File: src/rtl/spi_opq_engine.sv
module spi_opq_engine #(
  parameter int OPQ_DEPTH = 8,
  parameter int DQ_DEPTH  = 16,
  parameter int HALF_DIV  = 2
) (
  input  logic        clk,
  input  logic        rst_n,
  input  logic [13:0] op_wdata,
  input  logic        op_ld,
  input  logic        op_commit,
  output logic        op_full,
  output logic        op_empty,
  input  logic [7:0]  dq_wdata,
  input  logic        dq_push,
  input  logic        dq_pop,
  output logic [7:0]  dq_rdata,
  output logic        dq_full,
  output logic        dq_empty,
  output logic        sclk,
  output logic        cs_n,
  output logic        mosi,
  input  logic        miso
);
  localparam int OAW = (OPQ_DEPTH > 1) ? $clog2(OPQ_DEPTH) : 1;
  localparam int DAW = (DQ_DEPTH > 1) ? $clog2(DQ_DEPTH) : 1;
  localparam int HW  = (HALF_DIV > 1) ? $clog2(HALF_DIV) : 1;
  localparam logic [4:0] OPC_CS_HI = 5'h00;
  localparam logic [4:0] OPC_CS_LO = 5'h01;
  localparam logic [4:0] OPC_WR    = 5'h08;
  localparam logic [4:0] OPC_RD    = 5'h0C;

  typedef enum logic [1:0] {S_IDLE, S_LOAD, S_SHIFT, S_STORE} st_t;

  // operation queue
  logic [13:0]    op_word;
  logic [13:0]    oq_mem [OPQ_DEPTH];
  logic [OAW-1:0] oq_wp, oq_rp;
  logic [OAW:0]   oq_cnt;
  logic           oq_push, oq_pop;

  st_t        st;
  logic       cs_q, is_rd, ph;
  logic [8:0] rem;
  logic [7:0] tx, rx;
  logic [2:0] bitcnt;
  logic [HW-1:0] hcnt;

  wire [13:0] head   = oq_mem[oq_rp];
  wire [4:0]  hd_op  = head[13:9];
  wire [8:0]  hd_len = head[8:0];

  assign op_full  = (oq_cnt == (OAW+1)'(OPQ_DEPTH));
  assign op_empty = (oq_cnt == '0) && (st == S_IDLE);
  assign oq_push  = op_commit && !op_full;
  assign oq_pop   = (st == S_IDLE) && (oq_cnt != '0);

  always_ff @(posedge clk or negedge rst_n)
    if (!rst_n) op_word <= '0;
    else if (op_ld) op_word <= op_wdata;

  always_ff @(posedge clk)
    if (oq_push) oq_mem[oq_wp] <= op_word;

  always_ff @(posedge clk or negedge rst_n) begin
    if (!rst_n) begin
      oq_wp  <= '0;
      oq_rp  <= '0;
      oq_cnt <= '0;
    end else begin
      if (oq_push) oq_wp <= (oq_wp == OAW'(OPQ_DEPTH-1)) ? '0 : oq_wp + 1'b1;
      if (oq_pop)  oq_rp <= (oq_rp == OAW'(OPQ_DEPTH-1)) ? '0 : oq_rp + 1'b1;
      if (oq_push && !oq_pop)      oq_cnt <= oq_cnt + 1'b1;
      else if (!oq_push && oq_pop) oq_cnt <= oq_cnt - 1'b1;
    end
  end

  // data queue
  logic [7:0]     dq_mem [DQ_DEPTH];
  logic [DAW-1:0] dq_wp, dq_rp;
  logic [DAW:0]   dq_cnt;

  wire eng_pop  = (st == S_LOAD) && !dq_empty;
  wire eng_push = (st == S_STORE) && !dq_full;
  wire sw_push  = dq_push && !dq_full && !eng_push;
  wire sw_pop   = dq_pop && !dq_empty && !eng_pop;
  wire q_push   = eng_push || sw_push;
  wire q_pop    = eng_pop || sw_pop;
  wire [7:0] q_wdata = eng_push ? rx : dq_wdata;

  assign dq_full  = (dq_cnt == (DAW+1)'(DQ_DEPTH));
  assign dq_empty = (dq_cnt == '0);
  assign dq_rdata = dq_mem[dq_rp];

  always_ff @(posedge clk)
    if (q_push) dq_mem[dq_wp] <= q_wdata;

  always_ff @(posedge clk or negedge rst_n) begin
    if (!rst_n) begin
      dq_wp  <= '0;
      dq_rp  <= '0;
      dq_cnt <= '0;
    end else begin
      if (q_push) dq_wp <= (dq_wp == DAW'(DQ_DEPTH-1)) ? '0 : dq_wp + 1'b1;
      if (q_pop)  dq_rp <= (dq_rp == DAW'(DQ_DEPTH-1)) ? '0 : dq_rp + 1'b1;
      if (q_push && !q_pop)      dq_cnt <= dq_cnt + 1'b1;
      else if (!q_push && q_pop) dq_cnt <= dq_cnt - 1'b1;
    end
  end

  // serial engine
  wire ph_end = (hcnt == HW'(HALF_DIV-1));

  always_ff @(posedge clk or negedge rst_n) begin
    if (!rst_n) begin
      st <= S_IDLE; cs_q <= 1'b1; is_rd <= 1'b0; ph <= 1'b0;
      rem <= '0; tx <= '0; rx <= '0; bitcnt <= '0; hcnt <= '0;
    end else begin
      case (st)
        S_IDLE: if (oq_cnt != '0) begin
          if (hd_op == OPC_CS_HI) cs_q <= 1'b1;
          else if (hd_op == OPC_CS_LO) cs_q <= 1'b0;
          else if (hd_op == OPC_WR && hd_len != '0) begin
            rem <= hd_len; is_rd <= 1'b0; st <= S_LOAD;
          end else if (hd_op == OPC_RD && hd_len != '0) begin
            rem <= hd_len; is_rd <= 1'b1; tx <= 8'hFF;
            bitcnt <= '0; hcnt <= '0; ph <= 1'b0; st <= S_SHIFT;
          end
        end
        S_LOAD: if (!dq_empty) begin
          tx <= dq_rdata; bitcnt <= '0; hcnt <= '0; ph <= 1'b0; st <= S_SHIFT;
        end
        S_SHIFT: if (ph_end) begin
          hcnt <= '0;
          ph   <= ~ph;
          if (!ph) rx <= {rx[6:0], miso};
          else if (bitcnt != 3'd7) begin
            bitcnt <= bitcnt + 1'b1;
            tx     <= {tx[6:0], 1'b1};
          end else begin
            rem <= rem - 1'b1;
            if (is_rd) st <= S_STORE;
            else st <= (rem == 9'd1) ? S_IDLE : S_LOAD;
          end
        end else hcnt <= hcnt + 1'b1;
        S_STORE: if (!dq_full) begin
          if (rem == '0) st <= S_IDLE;
          else begin
            tx <= 8'hFF; bitcnt <= '0; hcnt <= '0; ph <= 1'b0; st <= S_SHIFT;
          end
        end
        default: st <= S_IDLE;
      endcase
    end
  end

  assign sclk = (st == S_SHIFT) && ph;
  assign cs_n = cs_q;
  assign mosi = (st == S_SHIFT) ? tx[7] : 1'b0;


  cs_hold_chk: assert property (@(posedge clk) disable iff (!rst_n)
    (st != S_IDLE) |=> $stable(cs_n));

  mosi_setup_chk: assert property (@(posedge clk) disable iff (!rst_n)
    $rose(sclk) |-> $stable(mosi));

  rd_mosi_high_chk: assert property (@(posedge clk) disable iff (!rst_n)
    (is_rd && st == S_SHIFT) |-> mosi);

  idle_quiet_chk: assert property (@(posedge clk) disable iff (!rst_n)
    op_empty |-> !sclk);

  occupancy_bound_chk: assert property (@(posedge clk) disable iff (!rst_n)
    (dq_cnt <= (DAW+1)'(DQ_DEPTH)) && (oq_cnt <= (OAW+1)'(OPQ_DEPTH)));

  dq_pushpop_chk: assert property (@(posedge clk) disable iff (!rst_n)
    (q_push && q_pop) |=> $stable(dq_cnt));
endmodule

File: config.mk
export PLATFORM = sky130hd
export DESIGN_NAME = spi_opq_engine
export DESIGN_NICKNAME = d
export VERILOG_FILES = /design/src/rtl/spi_opq_engine.sv
export SDC_FILE = /design/constraint.sdc
export NUM_CORES = 1
export LEC_CHECK = 0
export BUFFER_PORTS_ARGS = -buffer_cell sky130_fd_sc_hd__buf_2
export CORE_ASPECT_RATIO = 0.75
export CORE_UTILIZATION = 45
export CTS_CLUSTER_DIAMETER = 80
export DETAILED_ROUTE_END_ITERATION = 12
export PLACE_DENSITY = 0.59
export SYNTH_ARGS = -nofsm -noshare
export SYNTH_HDL_FRONTEND = slang
export SYNTH_SLANG_ARGS = --single-unit
File: constraint.sdc
create_clock -name clk -period 7 [get_ports clk]
set_clock_uncertainty 0.15 [all_clocks]
set_input_delay 2.1 -clock clk [delete_from_list [all_inputs] [get_ports clk]]
set_output_delay 2.1 -clock clk [all_outputs]
set_load 0.01 [all_outputs]
==> impl_metrics.py, run 1 <==
metrics = {
    "final_layout": {
        "syn_to_final_growth_pct": 12.6,
        "final_nets": 861,
        "fill_cells": 2290,
        "mostFrequentLayoutCell": "edfxtp_1",
        "drive_gt1_share_pct": 25.7,
        "antennaDiodeCount": 0,
        "fin_area_um2": 14700,
        "final_cell_mix": "edfxtp_1, dfrtp_1, mux4_2",
    },
    "synth": {
        "synth_top_family_by_area": "multiplexers",
        "synthCells": 749,
        "syn-mean-instance-area_um2": 17.5,
        "synth-simple-area-share_pct": 5.95,
        "synthAdderAreaFrac_pct": 2.60,
        "synth_compound_area_share_pct": 3.72,
        "synth-seq-cells": 311,
        "synth_edf_count": 240,
        "synth_nets": 804,
        "ys_types": 61,
        "synthFlopType": "edfxtp_1",
        "netlist_area_um2": 13100,
        "ys.warnings.count": 0,
        "synth-xor-area-share_pct": 0.736,
        "muxShareOfSynthArea_pct": 16.6,
        "async_reset_ff_share_pct": 22.8,
        "synth-seq-area-share_pct": 68.7,
    },
    "global_routing": {
        "busiest_layer": "met1",
        "grt_pass1_wl_mm": 44.1,
        "grt_util_all_layers_pct": 20.0,
        "grtUsageMet2_pct": 29.2,
        "grt_use_met3_pct": 3.38,
        "grt_overflow": 0,
        "met1_usage_pct": 31.8,
        "grt_pass1_vias": 7065,
        "antenna_found_initial": 0,
        "grt_max_degree": 72,
    },
    "clock_network": {
        "clk_path_buf_depth": 3,
        "post_cts_buffers": 0,
        "cts_max_level": 1,
        "worstSkewPairLatency_ps": 550,
        "cts_buffers": 30,
        "tritoncts": "built",
        "holdBufCountCts": 0,
        "cts_root_buf": "clkbuf_16",
        "path_clk_slew_ps": 60,
        "cts_resized": 0,
        "cts.sinks": 311,
    },
    "timing": {
        "fmax_ghz": 0.188,
        "period_minus_slack_ps": 5310,
        "setup_ws_ps": 1690,
        "fin_setup_tns_ps": 0,
        "period_share_pct": 75.9,
        "rsz0062_at_grt": "false",
        "tightestPinTransition_ps": 1340,
        "finalHoldViolCount": 0,
        "setup_violations": 0,
        "whs_ps": 344,
        "relSlewSlack_pct": 9.80,
        "drv_slew": 0,
    },
    "placement": {
        "post_dp_cell_area_um2": 13800,
        "pre_cts_ws_ps": 2170,
        "dp_hpwl_mm": 18.4,
        "io_buffers": 43,
        "place_congestion": 0.836,
    },
    "floorplan": {
        "die_area_um2": 29800,
        "die_h_um": 150,
        "row_count": 53,
        "core_area_um2": 28300,
        "start_util_pct": 46.2,
        "ios": 44,
        "die_x_um": 199,
    },
    "pwr": {
        "switchingPower_w": 0.00222,
        "power_density_nw_per_um2": 444,
        "irDropWorstVdd_uv": 233,
        "pwr-share-seq_pct": 41.5,
        "combinationalPowerShare_pct": 35.1,
        "clkPwrFrac_pct": 23.4,
        "internal-power_w": 0.00432,
        "p_leak_nw": 5.27,
        "total_power_w": 0.00654,
        "swShare_pct": 33.9,
    },
    "worst_setup_path": {
        "worstSetupPathType": "reg2out",
        "start_kind": "register",
        "worstPathMaxFanout": 26,
        "cp-end-kind": "output port",
        "crit_arrival_ps": 3060,
        "critPathRequiredTime_ps": 4750,
    },
    "drt": {
        "ant_nets": 0,
        "finalWirelength_mm": 28.4,
        "wl_per_cell_um": 23.4,
        "vias": 7005,
        "drtIter0Drc": 608,
        "via_per_inst": 5.77,
        "drc_errors": 0,
        "first_pass_iters": 5,
    },
    "job": {
        "max_cap_violations": 0,
    },
    "min_path": {
        "hold_path.class": "reg2reg",
    },
    "status": {
        "outcome": "completed",
    },
}
## kinds of logic after synthesis
family                     after synthesis
DFF                                    311
adders and majority gates               26
muxes                                  126
AOI/OAI and AO/OA                       66
xor gates and xnor gates                11
and+or+nand+nor                        160
buffers and inverters                   49
## flip-flops by register name, indices dropped and copies added (netlist names), 5 cells and up
register and cells:
dq_mem 128, dq_cnt 5, oq_mem 112, tx 8
rem 9, rx 8, op_word 14
## stage by stage
step | util, % | cells
6_report | 52.0 | 1215
4_1_cts | 52.0 | 1215
3_5_place_dp | 48.7 | 1159
2_1_floorplan | - | 749
5_1_grt | 52.0 | 1215
3_3_place_gp | 48.7 | 1159
## power by group through the flow
| stage | combinational (W) | clock, W | sequential [W] |
|---|---|---|---|
| global placement | 0.00222 | 0 | 0.00273 |
| global route | 0.00250 | 0.00163 | 0.00277 |
| CTS | 0.00231 | 0.00156 | 0.00272 |
| floorplan | 0.00178 | 0 | 0.00260 |
| finish | 0.00229 | 0.00153 | 0.00271 |
| detailed placement | 0.00230 | 0 | 0.00275 |
## area by class of cell
| cell class | instances | area [um2] | share of cell area [%] |
|---|---|---|---|
| flip-flops and latches | 311 | 8990 | 61.0 |
| inverters | 15 | 56.3 | 0.382 |
| clock buffers | 39 | 805 | 5.46 |
| clock inverters | 17 | 130 | 0.884 |
| multi-input cells | 389 | 3930 | 26.7 |
| well taps | 385 | 482 | 3.27 |
| repair buffers | 59 | 338 | 2.29 |
## metal layers
metal,share of wire (%),up-vias
met5,0,-
met4,1.2,0
li1,-,3062
met2,44,252
met1,48,3662
met3,6.2,29
## worst max-delay path, stage by stage (launching register included)
cell	delay, ps
dfrtp_2	950
buf_4	360
mux4_2	530
mux4_2	500
buf_2	160
## synth_stat cells (all sizes together), types with 6 or more instances
master / n / share of area (%)
a21o: 7 / 0.40
a21oi: 8 / 0.31
a22o: 6 / 0.40
buf: 15 / 0.76
clkbuf: 19 / 0.55
dfrtp: 70 / 13
edfxtp: 240 / 55
ha: 24 / 2.3
inv: 15 / 0.43
mux2: 48 / 4.4
mux2i: 14 / 1.1
mux4: 64 / 11
nand2: 54 / 1.6
nand2b: 8 / 0.38
nand3: 18 / 0.73
nor2: 32 / 1.0
nor3: 17 / 0.65
nor4: 6 / 0.29
o21ai: 18 / 0.77
xnor2: 8 / 0.54
## worst paths after layout
kind | end | cells past startpoint | slack (ps) | from
max | dq_rdata[3] | 4 | 1690 | dq_rp[0]
min | oq_cnt[3] | 1 | 340 | oq_cnt[3]
max reg2reg | dq_cnt[4] | 12 | 3590 | dq_cnt[0]
min reg2reg | oq_cnt[3] | 1 | 340 | oq_cnt[3]
max in group asynchronous | dq_rp[0] | 1 | 4440 | rst_n
min in group asynchronous | oq_cnt[1] | 1 | 1560 | rst_n
Note: power is estimated with default switching activity, not from simulation.
==> inputs of run 2 (changes only) <==
Clock period 7 ns to 5.4 ns, I/O delays scaled along.
==> impl_metrics.py, run 2 (synthesis results as in run 1) <==
metrics = {
    "worst_setup_path": {
        "crit_family": "multiplexers",
        "crit_arrival_ps": 2920,
        "cp_common_cell": "mux4_2",
        "worstSetupPathType": "reg2out",
        "critical_path.slowest_cell": "dfrtp_2",
        "worstPathMaxFanout": 22,
        "start_kind": "register",
        "reg2reg_slack_ps": 1950,
        "rr_endpoint": "rem[1]",
        "startpoint": "dq_rp[0]",
        "regToRegStartpoint": "oq_rp[1]",
        "cp_slowest_stage_delay_ps": 840,
        "crit_chain": "buf_4, mux4_2, mux4_2, buf_2",
        "reg2reg_depth": 7,
        "critPathRequiredTime_ps": 3630,
        "crit_buf_inv": 2,
        "cp-end-kind": "output port",
    },
    "pwr": {
        "p_leak_nw": 5.33,
        "total_power_w": 0.00851,
        "irDropWorstVdd_uv": 282,
        "power_density_nw_per_um2": 575,
    },
    "timing": {
        "finalHoldViolCount": 0,
        "fin_setup_tns_ps": 0,
        "relSlewSlack_pct": 31.7,
        "drv_slew": 0,
        "tightestPinTransition_ps": 1020,
        "period_share_pct": 86.9,
        "period_minus_slack_ps": 4690,
        "fmax_ghz": 0.213,
        "setup_violations": 0,
        "rsz0062_at_grt": "false",
    },
    "floorplan": {
        "core_area_um2": 28300,
        "start_util_pct": 46.2,
        "die_x_um": 199,
        "die_h_um": 150,
        "die_area_um2": 29800,
        "ios": 44,
        "row_count": 53,
    },
    "placement": {
        "place_congestion": 0.864,
        "io_buffers": 43,
        "dp_hpwl_mm": 18.1,
        "post_dp_cell_area_um2": 13800,
        "placed_cells": 1166,
    },
    "drt": {
        "vias": 6831,
        "wl_per_cell_um": 22.7,
        "finalWirelength_mm": 27.7,
        "via_per_inst": 5.59,
        "first_pass_iters": 5,
        "ant_nets": 0,
        "drc_errors": 0,
        "drtIter0Drc": 676,
    },
    "clock_network": {
        "cts_max_level": 1,
        "worstSkewPairLatency_ps": 560,
        "tritoncts": "built",
        "cts.sinks": 311,
        "clk_path_buf_depth": 3,
        "cts_resized": 0,
        "cts_buffers": 30,
        "cts_root_buf": "clkbuf_16",
        "holdBufCountCts": 0,
        "path_clk_slew_ps": 60,
        "post_cts_buffers": 0,
    },
    "final_layout": {
        "top_regs": "dq_mem x128, oq_mem x112, op_word x14",
        "mostFrequentLayoutCell": "edfxtp_1",
        "final_nets": 868,
        "fill_cells": 2263,
        "fin_area_um2": 14800,
        "largest_reg_flops": 128,
        "regMostFlops": "dq_mem",
        "syn_to_final_growth_pct": 13.2,
        "final_cell_mix": "edfxtp_1, dfrtp_1, mux4_2",
        "stdcell_count": 1222,
        "antennaDiodeCount": 0,
        "drive_gt1_share_pct": 25.9,
    },
    "job": {
        "max_cap_violations": 0,
    },
    "global_routing": {
        "grt_pass1_vias": 6852,
        "antenna_found_initial": 0,
        "grt_util_all_layers_pct": 19.5,
        "grt_pass1_wl_mm": 42.5,
        "grt_overflow": 0,
        "grt_max_degree": 72,
    },
    "min_path": {
        "hold_path_end": "rx[7]",
        "hold_path.startpoint": "rx[7]",
        "hold_path_depth": 1,
        "hold_path.class": "reg2reg",
    },
    "status": {
        "outcome": "completed",
    },
}
==> run 2: cell type report <==
cell class                      count  area [um2]  area share [%]
Sequential cell                   311        8990            60.7
Multi-Input combinational cell    389        3930            26.5
Clock buffer                       39         815            5.50
Tap cell                          385         482            3.25
Timing Repair Buffer               66         390            2.64
Clock inverter                     17         154            1.04
Inverter                           15        56.3           0.380
==> run 2: worst reg2reg max path: cells and delay by family, from the launching register on <==
family | cells | cell delay [ps]
DFF | 1 | 1010
muxes | 1 | 240
AOI/OAI and AO/OA | 2 | 780
and+or+nand+nor | 4 | 1190
==> run 2: worst max path at each step <==
| stage | to | cells past startpoint | slack, ps |
|---|---|---|---|
| finish | dq_rdata[3] | 4 | 710 |
| global route | dq_rdata[3] | 4 | 510 |
| CTS | dq_rdata[3] | 4 | 620 |
| detailed placement | dq_rdata[3] | 4 | 1210 |
| global placement | dq_rdata[3] | 4 | 1210 |
| floorplan | dq_rdata[0] | 4 | 1500 |
==> run 2: metal layers <==
layer	GRT usage (%)	wire, um	vias up
met5	0	0	-
met4	3.73	408	0
met3	2.66	1510	32
met2	28.6	12300	200
met1	31.0	13500	3529
li1	-	-	3070
==> run 2: power breakdown <==
group	total (W)	switching, W	internal [W]
logic	0.00294	0.00158	0.00136
registers	0.00355	0.000405	0.00314
clock network	0.00202	0.000865	0.00116
==> run 2: stage by stage <==
stage | hold WS [ps] | utilization (%) | worst slack (ps)
CTS | 341 | 52.3 | 622
global route | 365 | 52.3 | 505
detailed placement | 328 | 48.9 | 1210
global placement | 324 | 48.9 | 1210
floorplan | 304 | - | 1500
finish | 335 | 52.3 | 706
==> inputs of run 3 (changes only) <==
--- a/config.mk
+++ b/config.mk
@@ -11,5 +11,7 @@
 export CTS_CLUSTER_DIAMETER = 80
 export DETAILED_ROUTE_END_ITERATION = 12
+export MAX_ROUTING_LAYER = met4
 export PLACE_DENSITY = 0.59
+export REMOVE_ABC_BUFFERS = 1
 export SYNTH_ARGS = -nofsm -noshare
 export SYNTH_HDL_FRONTEND = slang
==> constraint.sdc (replaced) <==
create_clock -name clk -period 5.4 [get_ports clk]
set_clock_uncertainty 0.15 [all_clocks]
set_input_delay 1.35 -clock clk [delete_from_list [all_inputs] [get_ports clk]]
set_output_delay 1.35 -clock clk [all_outputs]
set_load 0.01 [all_outputs]
==> impl_metrics.py, run 3 (synthesis results as in run 1) <==
metrics = {
    "status": {
        "outcome": "completed",
    },
    "worst_setup_path": {
        "worstSetupPathType": "reg2out",
        "start_kind": "register",
        "cp-end-kind": "output port",
        "rr_endpoint": "rem[4]",
        "worstPathMaxFanout": 37,
        "reg2reg_slack_ps": 1720,
        "critPathRequiredTime_ps": 3900,
        "crit_arrival_ps": 2840,
        "regToRegStartpoint": "oq_rp[0]",
        "reg2reg_depth": 8,
    },
    "drt": {
        "drtIter0Drc": 556,
        "wl_per_cell_um": 22.3,
        "drc_errors": 0,
        "finalWirelength_mm": 27.2,
        "ant_nets": 0,
        "via_per_inst": 5.70,
        "vias": 6954,
        "first_pass_iters": 5,
    },
    "timing": {
        "relSlewSlack_pct": 29.5,
        "setup_violations": 0,
        "period_minus_slack_ps": 4340,
        "rsz0062_at_grt": "false",
        "setup_ws_ps": 1060,
        "fmax_ghz": 0.231,
        "period_share_pct": 80.3,
        "tightestPinTransition_ps": 1060,
        "finalHoldViolCount": 0,
        "fin_setup_tns_ps": 0,
        "drv_slew": 0,
    },
    "global_routing": {
        "grt_pass1_vias": 6991,
        "grt_overflow": 0,
        "grt_max_degree": 38,
        "grt_util_all_layers_pct": 19.7,
        "antenna_found_initial": 2,
        "grt_pass1_wl_mm": 41.9,
    },
    "pwr": {
        "p_leak_nw": 5.33,
        "irDropWorstVdd_uv": 300,
        "power_density_nw_per_um2": 581,
    },
    "clock_network": {
        "cts.sinks": 311,
        "clk_path_buf_depth": 3,
        "cts_root_buf": "clkbuf_16",
        "path_clk_slew_ps": 60,
        "cts_max_level": 1,
        "tritoncts": "built",
        "worstSkewPairLatency_ps": 560,
        "cts_resized": 0,
        "post_cts_buffers": 0,
        "cts_buffers": 30,
        "holdBufCountCts": 0,
    },
    "final_layout": {
        "top_regs": "dq_mem x128, oq_mem x112, op_word x14",
        "drive_gt1_share_pct": 25.7,
        "syn_to_final_growth_pct": 13.4,
        "antennaDiodeCount": 0,
        "regMostFlops": "dq_mem",
        "final_nets": 866,
        "mostFrequentLayoutCell": "edfxtp_1",
        "largest_reg_flops": 128,
        "stdcell_count": 1220,
        "final_cell_mix": "edfxtp_1, dfrtp_1, mux4_2",
    },
    "floorplan": {
        "die_h_um": 150,
        "row_count": 53,
        "ios": 44,
        "die_area_um2": 29800,
        "die_x_um": 199,
        "start_util_pct": 46.2,
        "core_area_um2": 28300,
    },
    "placement": {
        "pre_cts_ws_ps": 1480,
        "placed_cells": 1164,
        "io_buffers": 43,
        "dp_hpwl_mm": 17.9,
        "place_congestion": 0.796,
    },
    "job": {
        "max_cap_violations": 0,
    },
    "min_path": {
        "hold_path.startpoint": "oq_cnt[3]",
        "hold_path.class": "reg2reg",
        "hold_path_end": "oq_cnt[3]",
        "hold_path_depth": 1,
    },
}
## run 3: area by class of cell
cell class | instances | area, um2
inverters | 15 | 56.3
clock inverters | 16 | 188
repair buffers | 64 | 375
flip-flops and latches | 311 | 8990
multi-input cells | 389 | 3930
clock buffers | 40 | 820
fillers | 2273 | 13500
well taps | 385 | 482
## run 3: power breakdown
part | switching, W | internal, W | total [W]
combinational | 0.00165 | 0.00136 | 0.00301
clock | 0.000874 | 0.00126 | 0.00213
sequential | 0.000346 | 0.00314 | 0.00349
total | 0.00287 | 0.00576 | 0.00863
## run 3: how the worst max path moves through the flow
stage,to,start,slack (ps)
after floorplan,dq_rdata[0],dq_rp[0],1290
after global placement,dq_cnt[4],dq_push,1550
after detailed placement,dq_cnt[4],dq_push,1480
after CTS,dq_rdata[1],dq_rp[0],1000
after global routing,dq_rdata[5],dq_rp[0],890
final,dq_rdata[0],dq_rp[0],1060
## run 3: layer usage
layer | up-vias | GRT usage, % | wire [um]
li1 | 3075 | - | -
met1 | 3622 | 29.6 | 12900
met2 | 226 | 28.5 | 12100
met3 | 31 | 2.97 | 1750
met4 | 0 | 4.15 | 407
met5 | - | - | 0
## run 3: through the flow
stage	util (%)	hold slack, ps	cell area (um2)	total power (W)
final	52.4	347	14800	0.00863
after global routing	52.4	362	14800	0.00911
after CTS	52.4	351	14800	0.00871
after detailed placement	48.8	338	13800	0.00657
after global placement	48.8	323	13800	0.00646
after floorplan	-	304	12900	0.00558
## run 3: critical path: stages, from the launching register on
cell and delay [ps]:
dfrtp_2 340, buf_4 550, mux4_2 610, mux4_2 570, buf_2 180
